`src/rtl/smac_pkg.sv`:
```
package smac_pkg;

   typedef enum logic [1:0] {
      OP_HOLD = 2'b00,
      OP_ADD  = 2'b01,
      OP_SUB  = 2'b10,
      OP_MUL  = 2'b11
   } smac_op_e;

   typedef struct packed {
      logic clear;
      logic acc_en;
      logic sub;
      logic load_prod;
      logic load_acc;
   } smac_ctl_t;

   localparam int MULT_ARCH_INFER    = 0;
   localparam int MULT_ARCH_SHIFTADD = 1;

endpackage

```
`src/rtl/smac_decode.sv`:
```
module smac_decode
   import smac_pkg::*;
(
   input  logic       clr_i,
   input  logic       valid_i,
   input  logic [1:0] op_i,
   output smac_ctl_t  ctl_o
);

   logic upd;
   smac_op_e op;

   assign op  = smac_op_e'(op_i);
   assign upd = valid_i & ~clr_i;

   always_comb begin
      ctl_o           = '0;
      ctl_o.clear     = clr_i;
      ctl_o.sub       = (op == OP_SUB);
      ctl_o.acc_en    = upd & ((op == OP_ADD) | (op == OP_SUB));
      ctl_o.load_prod = upd & (op == OP_MUL);
      ctl_o.load_acc  = upd & (op == OP_HOLD);
   end

endmodule

```
`src/rtl/smac_mult.sv`:
```
module smac_mult
   import smac_pkg::*;
#(
   parameter int DATA_W = 16,
   parameter int ARCH   = MULT_ARCH_SHIFTADD,
   localparam int PROD_W = 2 * DATA_W
) (
   input  logic signed [DATA_W-1:0] a_i,
   input  logic signed [DATA_W-1:0] b_i,
   output logic signed [PROD_W-1:0] prod_o
);

   if (DATA_W < 2) begin : g_bad_w
      $error("smac_mult: DATA_W must be at least 2");
   end

   if (ARCH == MULT_ARCH_INFER) begin : g_infer
      assign prod_o = a_i * b_i;
   end else if (ARCH == MULT_ARCH_SHIFTADD) begin : g_shiftadd
      localparam logic [PROD_W-1:0] ONE = PROD_W'(1);
      logic [PROD_W-1:0] a_ext;
      logic [PROD_W-1:0] pp [DATA_W];
      logic [PROD_W-1:0] total;

      assign a_ext = {{DATA_W{a_i[DATA_W-1]}}, a_i};

      for (genvar i = 0; i < DATA_W; i++) begin : g_pp
         if (i == DATA_W - 1) begin : g_neg
            // the top bit of b carries negative weight
            assign pp[i] = b_i[i] ? (~(a_ext << i) + ONE) : '0;
         end else begin : g_pos
            assign pp[i] = b_i[i] ? (a_ext << i) : '0;
         end
      end

      always_comb begin
         total = '0;
         for (int k = 0; k < DATA_W; k++) begin
            total = total + pp[k];
         end
      end

      assign prod_o = $signed(total);
   end else begin : g_bad_arch
      $error("smac_mult: unknown ARCH");
   end

endmodule

```
`src/rtl/smac_addsub.sv`:
```
module smac_addsub #(
   parameter int ACC_W = 40
) (
   input  logic [ACC_W-1:0] acc_i,
   input  logic [ACC_W-1:0] opd_i,
   input  logic             sub_i,
   output logic [ACC_W-1:0] sum_o,
   output logic             ovf_o
);

   logic [ACC_W-1:0] opd_x;

   // subtraction as add of the inverted operand plus one
   assign opd_x = sub_i ? ~opd_i : opd_i;
   assign sum_o = acc_i + opd_x + ACC_W'(sub_i);
   assign ovf_o = (acc_i[ACC_W-1] == opd_x[ACC_W-1]) &&
                  (sum_o[ACC_W-1] != acc_i[ACC_W-1]);

endmodule

```
`src/rtl/smac_core.sv`:
```
module smac_core
   import smac_pkg::*;
#(
   parameter int DATA_W    = 16,
   parameter int ACC_W     = 40,
   parameter int MULT_ARCH = MULT_ARCH_SHIFTADD
) (
   input  logic              clk_i,
   input  logic              rst_ni,
   input  logic              clr_i,
   input  logic              valid_i,
   input  logic [1:0]        op_i,
   input  logic [DATA_W-1:0] a_i,
   input  logic [DATA_W-1:0] b_i,
   output logic [ACC_W-1:0]  acc_o,
   output logic [ACC_W-1:0]  result_o,
   output logic              ovf_o
);

   localparam int PROD_W  = 2 * DATA_W;
   localparam int GUARD_W = ACC_W - PROD_W;

   if (ACC_W <= PROD_W) begin : g_bad_acc
      $error("smac_core: ACC_W must exceed twice DATA_W to leave guard bits");
   end

   smac_ctl_t                ctl;
   logic signed [PROD_W-1:0] prod;
   logic [ACC_W-1:0]         prod_ext;
   logic [ACC_W-1:0]         sum;
   logic                     sum_ovf;
   logic [ACC_W-1:0]         acc_q;
   logic [ACC_W-1:0]         res_q;
   logic                     ovf_q;

   smac_decode u_dec (
      .clr_i   (clr_i),
      .valid_i (valid_i),
      .op_i    (op_i),
      .ctl_o   (ctl)
   );

   smac_mult #(
      .DATA_W (DATA_W),
      .ARCH   (MULT_ARCH)
   ) u_mult (
      .a_i    ($signed(a_i)),
      .b_i    ($signed(b_i)),
      .prod_o (prod)
   );

   assign prod_ext = {{GUARD_W{prod[PROD_W-1]}}, prod};

   smac_addsub #(
      .ACC_W (ACC_W)
   ) u_as (
      .acc_i (acc_q),
      .opd_i (prod_ext),
      .sub_i (ctl.sub),
      .sum_o (sum),
      .ovf_o (sum_ovf)
   );

   always_ff @(posedge clk_i) begin
      if (!rst_ni || ctl.clear) begin
         acc_q <= '0;
         res_q <= '0;
         ovf_q <= 1'b0;
      end else begin
         if (ctl.acc_en) begin
            acc_q <= sum;
            res_q <= sum;
            ovf_q <= ovf_q | sum_ovf;
         end else if (ctl.load_prod) begin
            res_q <= prod_ext;
         end else if (ctl.load_acc) begin
            res_q <= acc_q;
         end
      end
   end

   assign acc_o    = acc_q;
   assign result_o = res_q;
   assign ovf_o    = ovf_q;

endmodule

```
`config.mk`:
```
export PLATFORM = sky130hd
export DESIGN_NAME = smac_core
export DESIGN_NICKNAME = d
export VERILOG_FILES = /design/src/rtl/smac_pkg.sv /design/src/rtl/smac_decode.sv /design/src/rtl/smac_mult.sv /design/src/rtl/smac_addsub.sv /design/src/rtl/smac_core.sv
export SDC_FILE = /design/constraint.sdc
export NUM_CORES = 1
export LEC_CHECK = 0
export BUFFER_PORTS_ARGS = -buffer_cell sky130_fd_sc_hd__buf_2
export CAP_MARGIN = 20
export CORE_MARGIN = 8
export CORE_UTILIZATION = 50
export DETAILED_ROUTE_END_ITERATION = 10
export GPL_TIMING_DRIVEN = 0
export PLACE_DENSITY = 0.77
export SYNTH_ARGS = -nofsm -noshare
export SYNTH_HDL_FRONTEND = slang
export SYNTH_HIERARCHICAL = 1
export SYNTH_SLANG_ARGS = --single-unit
```
`constraint.sdc`:
```
create_clock -name clk_i -period 11.05 [get_ports clk_i]
set_input_delay 0 -clock clk_i [delete_from_list [all_inputs] [get_ports clk_i]]
set_output_delay 0 -clock clk_i [all_outputs]
set_load 0.02 [all_outputs]
```
== Word-level counts from Yosys, hierarchy flattened ==
Index checks and enable logic that the tools add are counted.
Widths: inputs -> output; s select.

* Equal/unequal tests: 5
* Reductions and logical operators: 5
* Add/sub/neg operators: 18
* Mux-type cells: 20
* Bitwise logic cells: 9

{| class="wikitable"
|+ Operators with widths
! cell !! number
|-
| $mux 32 || 16
|-
| $add 32x32->32 || 15
|-
| $mux 40 || 4
|-
| $add 40x1->40 || 1
|-
| $add 40x40->40 || 1
|-
| $not 40->40 || 1
|-
| $add 32x1->32 const B || 1
|-
| $not 32->32 || 1
|-
| $and 1x1->1 || 4
|-
| $eq 2x2->1 const B || 2
|-
| $reduce_bool 3->1 || 1
|-
| $eq 2x1->1 const B || 1
|-
| $logic_not 2->1 || 1
|-
| $or 1x1->1 || 2
|-
| $eq 1x1->1 || 1
|-
| $logic_and 1x1->1 || 1
|-
| $logic_not 1->1 || 1
|-
| $logic_or 1x1->1 || 1
|-
| $ne 1x1->1 || 1
|-
| $not 1->1 || 1
|}

* Output and inout bits: 81
* Word-level logic and storage cells: 60
* Register bits after elaboration: 81

== Depth between registers and ports, before layout ==
Gate-level depths: netlist of run 1.

* Depth after elaboration: 23
* Mapped depth: 36

== Modules after synthesis ==
The synthesis of run 1 kept the hierarchy.

{| class="wikitable"
|+ By module, submodules not included
! module !! area each (um^2) !! cells each !! instances !! sequential area each (um^2)
|-
| smac_mult || 9,655.5 || 1,042 || 1 || 0.0
|-
| smac_core || 3,509.6 || 434 || 1 || 1,621.6
|-
| smac_addsub || 2,625.0 || 351 || 1 || 0.0
|-
| smac_decode || 78.8 || 9 || 1 || 0.0
|}

== Worst setup path after synthesis of run 1 ==
No wires, ideal clock.

* Path kind: input-to-reg
* Start point: in a_i[2]
* End point: reg ovf_q, in the netlist ovf_o
* Path buffers: 2
* Stages: 33
* Setup time: 128 ps
* Slack: 2,817 ps
* Data required time: 10,922 ps
* Data arrival time: 8,105 ps
* Cells stage by stage: buf_6 -> or4_4 -> nor3_4 -> nor4b_4 -> nand2_1 -> or2_4 -> and3_1 -> fa_1 -> inv_1 -> fa_1 -> fa_1 -> fa_1 -> fa_1 -> fa_1 -> inv_1 -> ha_1 -> a21o_1 -> a21oi_1 -> o21ai_0 -> nor3_1 -> a21oi_1 -> xnor2_1 -> xor2_1 -> ha_1 -> clkbuf_1 -> inv_1 -> nor2_1 -> nand3_1 -> o31ai_4 -> a221oi_4 -> mux2i_1 -> a21oi_1 -> nor2_1

* Word-level cells in the longest chain between the ends: 23
* Elaborated cells on any way between the ends: 41

{| class="wikitable"
|+ RTL lines
! item !! RTL line !! text
|-
| start: declaration || smac_core.sv:13 || <nowiki>input logic [DATA_W-1:0] a_i,</nowiki>
|-
| $mux 32 || smac_mult.sv:32 || <nowiki>assign pp[i] = b_i[i] ? (a_ext << i) : '0;</nowiki>
|-
| $add 32x32->32 (14 in series) || smac_mult.sv:39 || <nowiki>total = total + pp[k];</nowiki>
|-
| $add 32x32->32 * || smac_mult.sv:39 ||
|-
| net prod[31] || smac_core.sv:28 || <nowiki>logic signed [PROD_W-1:0] prod;</nowiki>
|-
| $not 40->40 || smac_addsub.sv:14 || <nowiki>assign opd_x = sub_i ? ~opd_i : opd_i;</nowiki>
|-
| $mux 40 * || smac_addsub.sv:14 ||
|-
| $add 40x40->40 || smac_addsub.sv:15 || <nowiki>assign sum_o = acc_i + opd_x + ACC_W'(sub_i);</nowiki>
|-
| $add 40x1->40 || smac_addsub.sv:15 ||
|-
| $ne 1x1->1 || smac_addsub.sv:17 || <nowiki>(sum_o[ACC_W-1] != acc_i[ACC_W-1]);</nowiki>
|-
| $logic_and 1x1->1 * || smac_addsub.sv:16 || <nowiki>assign ovf_o = (acc_i[ACC_W-1] == opd_x[ACC_W-1]) &&</nowiki>
|-
| net sum_ovf || smac_core.sv:31 || <nowiki>logic sum_ovf;</nowiki>
|-
| $or 1x1->1 * || smac_core.sv:73 || <nowiki>ovf_q <= ovf_q | sum_ovf;</nowiki>
|-
| end signal: assignment || smac_core.sv:73 ||
|-
| end: declaration || smac_core.sv:34 || <nowiki>logic ovf_q;</nowiki>
|}

Mark *: on every way through the listed nets, which the timed path passes. The rest lies on a longest branch.
A chain may end at the register's enable or synchronous reset.

== Final worst setup path of run 1 ==
* Start point: in a_i[0]
* End point: reg ovf_q, in the netlist ovf_o

The elaborated chain is that of the path after synthesis.

==> flow_summary_export.csv, run 1 <==
group,metric,value,unit
outcome,status,"finished, final reports clean",
place,port_buffers,109,
place,place_area,16930,um2
final_layout,finalInstanceArea,17260,um2
place,place_congestion,0.9397,
sta,clock_skew,0.008340,ns
yosys,yosysUniqueCellTypes,78,
die,rows,65,
grt,grt_pass1_wl,69750,um
final_layout,post-route-util,54.97,%
routing,detail_route.wl_per_cell,18.03,um
setup_path,cp-end-kind,"flop",
die,pin_count,119,
yosys,syn_avg_cell_area,8.643,um2
final_layout,area_growth,8.736,%
routing,dr.pass1.iters,7,
clock_network,clock-sinks,81,
sta,worst_pin_slew,0.9943,ns
yosys,syn-cell-area,15870,um2
clock_network,cts_max_level,3,
run,maxCapViolCount,0,
sta,rsz0062_at_grt,"no",
setup_path,critPathMaxStageDelay,0.72,ns
clock_network,ctsResizeCount,0,
hold_path,hp-class,"in2reg",
sta,fmax,107.5,MHz
yosys,synthCells,1836,
clock_network,clk_latency,0.34,ns
grt,first_global_vias,13810,
die,core_area,31390,um2
sta,final.min_clock_period,9.298,ns
clock_network,clk_path_buf_depth,2,
yosys,yosysWarnings,6,
clock_network,clockRootBuffer,"clkbuf_16",
routing,drt_iter0_drc,1063,
clock_network,clk_pin_slew_worst_paths,0.06,ns
clock_network,cts_hold_repair.buffers,0,
sta,hold_viol_final,0,
yosys,synth_enable_flop_cells,0,
yosys,synth-async-reset-ratio,0,%
die,start_util,50.55,%
grt,grt-ovfl-total,0,
clock_network,cts_made_buffers,9,
routing,final_antenna_net_count,0,
sta,setup_viol,0,
routing,drcViolationCount,0,
yosys,yosysTopAreaCellShare,33.81,%
setup_path,critPathMaxFanout,10,
final_layout,layout_common_cells,"inv_1 (327), fa_1 (268), nand2_1 (189), and2_1 (144), a21oi_1 (131)",
yosys,seq_area_frac_synth,10.22,%
place,post-dp-hpwl,35840,um
die,die_h,194.2,um
yosys,ys_seq_elements,81,
grt,grt_max_degree,14,
routing,routed_via_density,5.682,
die,fp.dieW,194.2,um
setup_path,worstPathRequired,11.26,ns
routing,drt_wl_total,42610,um
final_layout,fin_nets,2360,
grt,antenna_found_initial,0,
die,dieArea,37690,um2
yosys,yosysTopAreaCell,"fa_1",
setup_path,start_kind,"input pin",
setup_path,crit_path_frequent_cell,"fa_1",
yosys,synth_ff_type,"dfxtp_1",
yosys,synth_fp_nets,2240,
final_layout,n_antenna_cell,0,
setup_path,worstPathArrival,9.51,ns
setup_path,path_class,"in2reg",
sta,finalCritPeriodShare,84.15,%
clock_network,post_cts_buffers,0,
routing,via_count,13430,
yosys,synthTopCellsByArea,"fa_1 (34%), dfxtp_1 (10%), inv_1 (7.7%)",
final_layout,mostFrequentLayoutCell,"inv_1",
final_layout,drive_above_1_share,9.128,%
sta,tns,0,ns
clock_network,cts_tree,"built",
sta,slew_headroom,33.72,%
grt,grtUsageTotal,22.49,%
setup_path,cpMaxStageDelayCell,"xnor2_2",
sta,hold_ws,0.1513,ns
sta,drv_slew,0,
## worst max-delay path, delay by kind of cell
family	cells	cell delay, ns
compound gates	9	2.07
xor+xnor	2	0.87
fa+ha+maj	9	3.77
buf+inv	9	1.85
mux	1	0.16
simple gates	5	0.78
## cell type report
type	count	area, um2
fillers	2901	14140
multi-input cells	1333	12600
flip-flops and latches	81	1622
inverters	327	1227
repair buffers	109	545.5
well taps	402	503.0
plain buffers	95	429.2
clock buffers	12	256.5
clock inverters	4	73.82
## path summary, 6_finish.rpt
kind                  from   endpoint  slack, ns  depth (start not counted)
setup / recovery    a_i[0]      ovf_o       1.75                         35
hold / removal      rst_ni  acc_o[32]       0.15                          4
setup reg to reg  acc_o[0]  acc_o[38]       7.61                         12
hold reg to reg      ovf_o      ovf_o       0.49                          2
## synthesized netlist by cell type (8+ instances only)
master	number
nand2b_1	47
inv_1	327
nand3_1	15
o21bai_1	8
and3_1	10
o21a_1	8
nor2_1	35
clkbuf_1	65
nand2_1	189
dfxtp_1	81
ha_1	98
a211o_1	11
a221o_1	32
o21ai_0	29
a21oi_1	131
xnor2_1	52
nand4_1	10
xor2_1	64
nor3_1	13
o21ai_1	43
a21o_1	30
and2_1	144
fa_1	268
buf_2	18
## sequential cells by signal, indices dropped and copies added (netlist names)
name      count
ovf_o         1
result_o     40
acc_o        40
## layer usage
metal	part of all wire, %	vias up	global-route usage [%]
met3	7.0	84	3.037
met2	49	527	37.85
met5	0	-	0
met1	41	6756	29.36
li1	-	6059	-
met4	3.2	0	7.864
## cell families after synthesis
family                   count (synthesis)  share of synthesized area, %
AO/OA/AOI/OAI                          351                         14.82
XOR/XNOR                               116                         6.402
adder cells (fa/ha/maj)                366                         41.54
buffers and inverters                  422                         10.44
flip-flops                              81                         10.22
multiplexers                             3                        0.1892
AND/OR/NAND/NOR                        497                         16.40
## per-stage QoR
| step | cells | setup slack, ns |
|---|---|---|
| 5_1_grt | 2363 | 1.264 |
| 4_1_cts | 2363 | 1.818 |
| 2_1_floorplan | 1836 | 2.817 |
| 6_report | 2363 | 1.752 |
| 3_3_place_gp | 2347 | 1.091 |
| 3_5_place_dp | 2347 | 1.486 |
Power of run 1 is not shown: default switching activity piles up to over one toggle a cycle in this logic, so the estimate is an artifact.
==> inputs of run 2 (changes only) <==
==> constraint.sdc (replaced) <==
create_clock -name clk_i -period 8.9 [get_ports clk_i]
set_input_delay 0 -clock clk_i [delete_from_list [all_inputs] [get_ports clk_i]]
set_output_delay 0 -clock clk_i [all_outputs]
set_load 0.02 [all_outputs]
==> run 2 against run 1 <==
- worst hold slack lost 0.0013 ns
- cell count is essentially flat
- global-route usage is essentially flat
- critical path depth is the same
- die area is the same
- first-iteration DRC count grew 4.4%
- highest routed layer unchanged
- non-clock buffer count shrank 1
- register-to-register slack lost 2.2 ns
- final area grew 0.36%
- worst setup slack lost 1.3 ns
- sequential share of layout area is essentially flat
- count of clock-buffer cells in the layout is the same
==> flow_summary_export.csv, run 2 (synthesis gave the netlist of run 1 again) <==
group,metric,value,unit
grt,grtUsageTotal,22.50,%
routing,drt_iter0_drc,1110,
sta,final.min_clock_period,8.457,ns
routing,dr.pass1.iters,5,
sta,setup_viol,0,
setup_path,cp_top_family,"adder cells",
setup_path,critPathMaxFanout,10,
clock_network,clockRootBuffer,"clkbuf_16",
sta,drv_slew,0,
setup_path,path_class,"in2reg",
clock_network,cts_made_buffers,9,
routing,drcViolationCount,0,
hold_path,hp-start,"rst_ni",
setup_path,cp_num_buf_inv,6,
routing,drt_wl_total,42580,um
grt,grt_pass1_wl,69810,um
die,start_util,50.55,%
place,port_buffers,109,
routing,detail_route.wl_per_cell,18.03,um
setup_path,worstPathArrival,8.74,ns
final_layout,fill_cells,2890,
sta,slew_headroom,33.39,%
final_layout,finalInstanceArea,17320,um2
sta,rsz0062_at_grt,"no",
die,fp.dieW,194.2,um
sta,clock_skew,0.007764,ns
setup_path,rrSetupSlack,5.42,ns
die,rows,65,
sta,setup_ws,0.4431,ns
final_layout,n_antenna_cell,0,
setup_path,cpMaxStageDelayCell,"fa_1",
final_layout,layout_common_cells,"inv_1 (327), fa_1 (268), nand2_1 (189), and2_1 (144), a21oi_1 (131)",
setup_path,crit_start,"a_i[0]",
outcome,status,"finished, final reports clean",
clock_network,clk_latency,0.34,ns
final_layout,drive_above_1_share,10.10,%
clock_network,cts_hold_repair.buffers,0,
routing,via_count,13390,
routing,routed_via_density,5.668,
grt,antenna_found_initial,0,
grt,grt_max_degree,14,
place,post-dp-hpwl,35840,um
setup_path,start_kind,"input pin",
die,die_h,194.2,um
clock_network,clock-sinks,81,
final_layout,fin_nets,2359,
routing,final_antenna_net_count,0,
grt,grt-ovfl-total,0,
sta,fmax,118.2,MHz
hold_path,hp-class,"in2reg",
sta,hold_viol_final,0,
setup_path,cp-end-kind,"flop",
place,place_area,16930,um2
run,maxCapViolCount,0,
setup_path,critPathMaxStageDelay,0.55,ns
sta,worst_pin_slew,0.9992,ns
clock_network,clk_path_buf_depth,2,
place,dp_slack,-0.6642,ns
clock_network,clk_pin_slew_worst_paths,0.06,ns
place,place_congestion,0.9397,
die,core_area,31390,um2
setup_path,r2r-start,"acc_o[0]",
die,dieArea,37690,um2
sta,finalCritPeriodShare,95.02,%
final_layout,area_growth,9.122,%
setup_path,crit_path_frequent_cell,"fa_1",
grt,first_global_vias,13830,
final_layout,mostFrequentLayoutCell,"inv_1",
clock_network,cts_tree,"built",
clock_network,cts_max_level,3,
setup_path,worstPathRequired,9.18,ns
die,pin_count,119,
-- run 2: changes by cell type in the layout (fill, tap and decap cells not counted), sizes merged --
cell,previous run,this run
clkbuf,78,74
buf,138,141
-- run 2: cell type report --
| class | instances | area [um2] | share of cell area, % |
|---|---|---|---|
| buffer | 91 | 434.2 | 2.507 |
| multi-input combinational | 1333 | 12630 | 72.95 |
| clock buffer | 12 | 256.5 | 1.481 |
| inverter | 327 | 1227 | 7.088 |
| clock inverter | 4 | 73.82 | 0.4263 |
| sequential | 81 | 1622 | 9.364 |
| timing repair buffer | 112 | 568.0 | 3.280 |
| tap | 402 | 503.0 | 2.905 |
-- run 2: through the flow --
step	hold WS, ns	std cells	TNS, ns	util (%)
6_report	0.1500	2362	0	55.16
5_1_grt	0.1586	2362	0	55.16
4_1_cts	0.1326	2362	0	54.99
3_5_place_dp	0.4370	2347	-8.419	53.91
3_3_place_gp	0.4356	2347	-14.05	53.89
2_1_floorplan	0.2887	1836	0	-
-- run 2: worst paths after layout --
check,endpoint,cells past startpoint
max reg2reg,acc_o[38],12
min,acc_o[32],4
min reg2reg,ovf_o,2
max,ovf_o,35
-- run 2: layer usage --
layer,global-route usage (%),vias to the layer above,wire (um)
li1,-,6062,-
met1,29.25,6748,17680
met2,37.92,474,20750
met3,3.141,103,2761
met4,7.921,0,1383
met5,0,-,0
-- run 2: tightest hold or removal path, delay by kind of cell --
kind,cells,cell delay (ns)
buffers and inverters,2,0.27
AO/OA/AOI/OAI,1,0.14
AND/OR/NAND/NOR,1,0.05
-- run 2: what timing repair did --
| item | 4_1_cts | 5_1_grt |
|---|---|---|
| pin swaps | 0 | 3 |
| setup buffers | 0 | 3 |
| setup endpoints to repair | 13 | 31 |
| resized for setup | 2 | 32 |
Power of run 2 is left out for the same reason.
